===== config.mk =====
export PLATFORM = sky130hd
export DESIGN_NAME = oc_trunc_guard
export DESIGN_NICKNAME = d
export VERILOG_FILES = /design/src/rtl/oc_trunc_pkg.sv /design/src/rtl/oc_sync.sv /design/src/rtl/oc_cycle_gate.sv /design/src/rtl/oc_trunc_counter.sv /design/src/rtl/oc_trunc_guard.sv
export SDC_FILE = /design/constraint.sdc
export NUM_CORES = 1
export LEC_CHECK = 0
export ABC_AREA = 1
export BUFFER_PORTS_ARGS = -buffer_cell sky130_fd_sc_hd__buf_2
export CELL_PAD_IN_SITES_DETAIL_PLACEMENT = 2
export CELL_PAD_IN_SITES_GLOBAL_PLACEMENT = 2
export CORE_ASPECT_RATIO = 0.9
export CORE_UTILIZATION = 27
export CTS_CLUSTER_SIZE = 28
export DETAILED_ROUTE_END_ITERATION = 8
export GPL_ROUTABILITY_DRIVEN = 0
export PLACE_DENSITY = 0.73
export SYNTH_ARGS = -nofsm -noshare
export SYNTH_HDL_FRONTEND = slang
export SYNTH_HIERARCHICAL = 1
export SYNTH_SLANG_ARGS = --single-unit
export TNS_END_PERCENT = 10

===== constraint.sdc =====
create_clock -name clk -period 1.2 [get_ports clk]
set_clock_uncertainty 0.05 [all_clocks]
set_input_delay 0.06 -clock clk [delete_from_list [all_inputs] [get_ports clk]]
set_output_delay 0.06 -clock clk [all_outputs]
set_load 0.02 [all_outputs]

===== src/rtl/oc_trunc_pkg.sv =====
package oc_trunc_pkg;

   // Outcome reported by the gate at every PWM period boundary
   typedef struct packed {
      logic boundary;   // rising edge of pwm_in in this cycle
      logic truncated;  // the period now closing contained a cut
   } cycle_evt_t;

   function automatic int unsigned count_width(input int unsigned limit);
      return (limit < 2) ? 1 : $clog2(limit + 1);
   endfunction

endpackage


===== src/rtl/oc_sync.sv =====
module oc_sync #(
   parameter int unsigned STAGES = 2
) (
   input  logic clk,
   input  logic rst_n,
   input  logic d_async,
   output logic q_sync
);

   if (STAGES < 2) begin : g_bad_stages
      $error("oc_sync: STAGES must be at least 2");
   end

   logic [STAGES-1:0] chain;

   for (genvar i = 0; i < STAGES; i++) begin : g_stage
      always_ff @(posedge clk or negedge rst_n) begin
         if (!rst_n) chain[i] <= 1'b0;
         else if (i == 0) chain[i] <= d_async;
         else chain[i] <= chain[(i == 0) ? 0 : i-1];
      end
   end

   assign q_sync = chain[STAGES-1];

endmodule


===== src/rtl/oc_cycle_gate.sv =====
module oc_cycle_gate
   import oc_trunc_pkg::*;
(
   input  logic       clk,
   input  logic       rst_n,
   input  logic       supply_ok,
   input  logic       pwm_in,
   input  logic       oc_sync,
   input  logic       fault,
   output logic       pwm_hs_out,
   output cycle_evt_t evt
);

   logic pwm_d;
   logic trunc_q;
   logic rise;

   assign rise = pwm_in & ~pwm_d;

   always_ff @(posedge clk or negedge rst_n) begin
      if (!rst_n) pwm_d <= 1'b0;
      else        pwm_d <= pwm_in;
   end

   // Cut state: set by a trip during the high phase, dropped at a new period
   always_ff @(posedge clk or negedge rst_n) begin
      if (!rst_n)          trunc_q <= 1'b0;
      else if (!supply_ok) trunc_q <= 1'b0;
      else                 trunc_q <= (rise ? 1'b0 : trunc_q) | (oc_sync & pwm_in);
   end

   assign pwm_hs_out    = pwm_in & supply_ok & ~fault & ~trunc_q & ~oc_sync;
   assign evt.boundary  = rise;
   assign evt.truncated = trunc_q;

   // once cut, the output stays off until a new period begins
   assert_hold_after_cut_R3: assert property (@(posedge clk) disable iff (!rst_n)
      (pwm_in && oc_sync && supply_ok) |=> (!pwm_hs_out || rise));

   // a trip during the low phase leaves the cut state untouched
   assert_low_phase_trip_R9: assert property (@(posedge clk) disable iff (!rst_n)
      (!pwm_in && !trunc_q && supply_ok) |=> !trunc_q);

endmodule


===== src/rtl/oc_trunc_counter.sv =====
module oc_trunc_counter
   import oc_trunc_pkg::*;
#(
   parameter int unsigned LIMIT = 10
) (
   input  logic       clk,
   input  logic       rst_n,
   input  logic       supply_ok,
   input  cycle_evt_t evt,
   output logic       fault
);

   localparam int unsigned CNT_W = count_width(LIMIT);

   if (LIMIT < 1) begin : g_bad_limit
      $error("oc_trunc_counter: LIMIT must be at least 1");
   end

   logic fault_q;

   if (LIMIT == 1) begin : g_single
      // A single cut period is enough: no count register needed
      always_ff @(posedge clk or negedge rst_n) begin
         if (!rst_n)          fault_q <= 1'b0;
         else if (!supply_ok) fault_q <= 1'b0;
         else if (evt.boundary && evt.truncated) fault_q <= 1'b1;
      end
   end else begin : g_count
      localparam logic [CNT_W-1:0] LIM_C = CNT_W'(LIMIT);
      logic [CNT_W-1:0] cnt;
      logic [CNT_W-1:0] cnt_inc;

      assign cnt_inc = (cnt == LIM_C) ? cnt : cnt + 1'b1;

      always_ff @(posedge clk or negedge rst_n) begin
         if (!rst_n) begin
            cnt     <= '0;
            fault_q <= 1'b0;
         end else if (!supply_ok) begin
            cnt     <= '0;
            fault_q <= 1'b0;
         end else if (evt.boundary && !fault_q) begin
            if (evt.truncated) begin
               cnt <= cnt_inc;
               if (cnt_inc == LIM_C) fault_q <= 1'b1;
            end else begin
               cnt <= '0;
            end
         end
      end

      // a clean period clears the run
      assert_clean_clears_R5: assert property (@(posedge clk) disable iff (!rst_n)
         (evt.boundary && !evt.truncated && !fault_q && supply_ok) |=> (cnt == '0));

      // the limit-th cut period raises the fault
      assert_fault_at_limit_R6: assert property (@(posedge clk) disable iff (!rst_n)
         (evt.boundary && evt.truncated && supply_ok && cnt == LIM_C - 1'b1) |=> fault_q);

      // count frozen while the fault is held
      assert_cnt_frozen_R7: assert property (@(posedge clk) disable iff (!rst_n)
         (fault_q && supply_ok) |=> $stable(cnt));

      // a supply re-cycle clears the count
      assert_recycle_clears_cnt_R8: assert property (@(posedge clk) disable iff (!rst_n)
         !supply_ok |=> (cnt == '0));
   end

   assign fault = fault_q;

   // fault is sticky while the supplies stay good
   assert_fault_sticky_R7: assert property (@(posedge clk) disable iff (!rst_n)
      (fault_q && supply_ok) |=> fault_q);

   // a supply re-cycle releases the fault
   assert_recycle_clears_fault_R8: assert property (@(posedge clk) disable iff (!rst_n)
      !supply_ok |=> !fault_q);

endmodule


===== src/rtl/oc_trunc_guard.sv =====
module oc_trunc_guard
   import oc_trunc_pkg::*;
#(
   parameter int unsigned TRIP_LIMIT  = 10,
   parameter int unsigned SYNC_STAGES = 2
) (
   input  logic clk,
   input  logic por_n,
   input  logic supply_ok,
   input  logic pwm_in,
   input  logic oc_trip_async,
   output logic pwm_hs_out,
   output logic fault_out
);

   logic       oc_s;
   logic       fault;
   cycle_evt_t evt;

   oc_sync #(.STAGES(SYNC_STAGES)) u_sync (
      .clk     (clk),
      .rst_n   (por_n),
      .d_async (oc_trip_async),
      .q_sync  (oc_s)
   );

   oc_cycle_gate u_gate (
      .clk        (clk),
      .rst_n      (por_n),
      .supply_ok  (supply_ok),
      .pwm_in     (pwm_in),
      .oc_sync    (oc_s),
      .fault      (fault),
      .pwm_hs_out (pwm_hs_out),
      .evt        (evt)
   );

   oc_trunc_counter #(.LIMIT(TRIP_LIMIT)) u_count (
      .clk       (clk),
      .rst_n     (por_n),
      .supply_ok (supply_ok),
      .evt       (evt),
      .fault     (fault)
   );

   assign fault_out = fault;

   // no high-side drive while a fault is held
   assert_fault_blocks_pwm_R7: assert property (@(posedge clk) disable iff (!por_n)
      fault_out |-> !pwm_hs_out);

   // a synchronized trip during the high phase cuts the output
   assert_trip_cuts_R2: assert property (@(posedge clk) disable iff (!por_n)
      (pwm_in && oc_s) |-> !pwm_hs_out);

endmodule


==> summary.md <==
| Metric | Value |
|---|---|
| Critical Path AT | `about 1400 ps` |
| DR vias | `430` |
| Die footprint | `about 2000 sq um` |
| Final worst setup slack | `-49.8 ps` |
| Fillcell total | `about 200` |
| Worst vdd ir | `a little under 0.6 mV` |
| Cell family with most CP delay | `flip-flops` |
| Rel. slew slack | `roughly 85%` |
| Max Clock Freq | `between 800 and 900 MHz` |
| Clk pin slew, worst setup/hold paths | `roughly 70 ps` |
| Syn. warnings | `6` |
| Distinct cells, synth | `16` |
| Pwr Total | `between 0.6 and 0.7 mW` |
| Initial antenna violation count | `0` |
| Worst setup path class | `reg -> reg` |
| Die Wd | `about 47 microns` |
| Worst setup SP type | `register` |
| Switching Share | `around 24%` |
| Sequential share of the synthesized area | `between 40% and 50%` |
| Vias in the first global route | `roughly 470` |
| Final slew viol count | `0` |
| Vias per std cell | `around 4.4` |
| Synthesized netlist cell count | `a little under 60` |
| Pleak | `0.310 nW` |
| ANT nets after route | `0` |
| Power share of the sequential group | `roughly half` |
| Leading area contributor after synthesis | `dfrtp_1` |
| Status | `complete, but fails checks` |
| Share of the synthesized area in the top cell type | `46.2%` |
| CTS tree | `done` |
| First-pass GRT wire length | `roughly 2100 microns` |
| Clock buffer depth | `2` |
| Min Tclk post-route | `1250 ps` |
| Final WL | `~1200 microns` |
| Dominant cells by area after synthesis | `dfrtp_1 46%, nand2_1 9.2%, inv_1 8.5%` |
| Buf+Inv Stages, Crit Path | `2` |
| WL/cell | `roughly 13 microns` |
| Most used cell, CP | `inv_2` |
| Sw power | `0.150 mW` |
| Failing checks | `negative setup slack` |
| DRT Pass-1 Iters | `2` |
| FP Rows | `14` |
| Share of layout cells above drive strength 1 | `between 30% and 40%` |
| Mean Syn Cell Area | `8.27 sq um` |
| Mapped Area | `slightly below 500 sq um` |
| Core area | `1680 sq um` |
| Final period utilization | `104%` |
| 1st-iter DRT viols | `2` |
| Residual DRC | `0` |
| Clock Tree Root | `clkbuf_4` |
| Grt ovf | `0` |
| GRT Total Usage | `between 15 and 20%` |
| Synth Register Bits | `9` |
| Place WS | `-140 ps` |
| Worst skew pair latency | `260 ps` |
| Area Overhead vs Synth | `32.8%` |
| Comb pwr share | `roughly a tenth` |
| Setup crit end kind | `register` |
| Crit-path slowest cell | `dfrtp_1` |
| Clk sinks | `9` |
| # IOs | `7` |
| Setup violators final | `2` |
| Worst EP required | `1350 ps` |
| CTS Buf Count | `3` |
| Die extent in y | `about 42 microns` |
| Design Area, Final | `around 650 sq um` |
| Internal power | `between 0.4 and 0.5 mW` |
| Hold Fails Final Rpt | `0` |
| Starting Density | `29.0%` |
| Tightest Pin Transition | `227 ps` |
| RSZ-0062 raised after global routing | `true` |
| Critical path's largest stage delay | `around 400 ps` |
| Level count of the clock H-tree | `1` |
| DP HPWL | `about 900 microns` |
| Antenna cells | `0` |
| Largest net degree at the start of global routing | `10` |
| Syn_nets | `66` |
| Crit-path max FO | `3` |
| PwrDens | `948 nW/um^2` |
| Area post-placement | `561 sq um` |
| Max Cap Viol | `0` |
| Cells along the critical path | `inv_2, ha_4, inv_2, nand4_1, nor2_2, nand3_2, a21oi_2` |
| Worst hold path class | `in -> reg` |
| # port buffers | `6` |
| Clk network pwr share | `about two fifths` |
| Layout Nets | `82` |
## worst register-to-register path, cell delays in order (launching register included)
cell and delay (ps):
dfrtp_1 410, inv_2 100, ha_4 210, inv_2 40, nand4_1 90, nor2_2 110
nand3_2 70, a21oi_2 110
## cells in the final DEF (no fill, tap or decap)
| cell | count |
|---|---|
| nand2_2 | 4 |
| dlygate4sd3_1 | 3 |
| inv_2 | 4 |
| dfrtp_1 | 9 |
| ha_4 | 1 |
| clkbuf_4 | 3 |
| inv_1 | 8 |
| ha_2 | 1 |
| nand2_1 | 9 |
| nand3_2 | 2 |
| o21ai_0 | 1 |
| a21oi_2 | 1 |
| o21ai_1 | 3 |
| clkbuf_1 | 1 |
| nand3_1 | 4 |
| buf_2 | 6 |
| nor2_2 | 1 |
| clkinv_1 | 1 |
| nor2_1 | 1 |
| nand4_1 | 6 |
| buf_4 | 4 |
| o22ai_2 | 1 |
## layer usage
| layer | track usage [%] | vias to the layer above | wire (microns) |
|---|---|---|---|
| met5 | 0 | - | 0 |
| met4 | 5.14 | 0 | 0 |
| met3 | 6.47 | 0 | 25 |
| met2 | 23.3 | 5 | 575 |
| met1 | 20.9 | 207 | 637 |
| li1 | - | 218 | - |
## state kept, by name, summed over array words and instances, names as in the netlist
name	cells
u_count/g_count.cnt	4
u_sync/chain	1
u_count/fault	1
u_gate/pwm_d	1
u_gate/trunc_q	1
u_sync/q_sync	1
## through the flow
stage               instances  util (%)  TNS, ps  hold slack, ps
floorplan                  59         -        0            -286
global placement           89      33.3     -190            -125
detailed placement         89      33.3     -259            -124
CTS                        97      37.4     -101            28.1
global route               98      38.5     -317            30.7
finish                     98      38.5    -54.5            30.4
## worst paths after layout
kind	cells after the start	slack, ps	to	from
max	7	-50	u_count/fault$_DFFE_PN0P_	u_count/g_count.cnt[0]$_DFFE_PN0P_
min	3	30	u_gate/trunc_q$_DFF_PN0_	pwm_in
max reg2reg	7	-50	u_count/fault$_DFFE_PN0P_	u_count/g_count.cnt[0]$_DFFE_PN0P_
min reg2reg	0	300	u_sync/q_sync$_DFF_PN0_	u_sync/chain[0]$_DFF_PN0_
max in group asynchronous	2	770	u_sync/chain[0]$_DFF_PN0_	por_n
min in group asynchronous	2	130	u_count/g_count.cnt[2]$_DFFE_PN0P_	por_n
## power by group through the flow
stage          Clock [mW]  Sequential (mW)  Combinational [mW]
2_1_floorplan           0            0.321              0.0274
3_3_place_gp            0            0.324              0.0437
3_5_place_dp            0            0.325              0.0453
4_1_cts             0.246            0.319              0.0553
5_1_grt             0.261            0.320              0.0665
6_report            0.236            0.319              0.0599
## cells by family after synthesis
logic type | count (synthesis) | synth area share, %
flip-flops | 9 | 46.2
buffers and inverters | 15 | 13.1
AND/OR/NAND/NOR | 27 | 28.5
adder cells (fa/ha/maj) | 2 | 5.13
AO/OA/AOI/OAI | 6 | 7.18
## synthesized netlist by cell type
cell and n:
nand4_1 6, nand3_2 2, inv_2 1, buf_4 2, o21ai_0 4, nand2_2 1
clkinv_1 1, nand3_1 4, o22ai_1 1, nand2_1 12, a21oi_2 1, ha_1 2
dfrtp_1 9, nor2_1 1, inv_1 11, nor2_2 1
## what timing repair did
| item | 4_1_cts | 5_1_grt |
|---|---|---|
| gates resized for setup | 4 | 6 |
| pin swaps | 0 | 1 |
| hold endpoints to repair | 11 | 0 |
| hold buffers | 3 | 0 |
| endpoints found under the setup margin | 4 | 5 |
| buffers inserted | 1 | 1 |
## layout make-up
cell class	instances	area [sq um]	share of cell area, %
multi-input combinational	35	228	35.1
sequential	9	225	34.7
timing repair buffer	13	90.1	13.9
inverter	13	48.8	7.53
tap	24	30.0	4.63
clock buffer	4	26.3	4.05
Power figures use the tool's default switching activity.
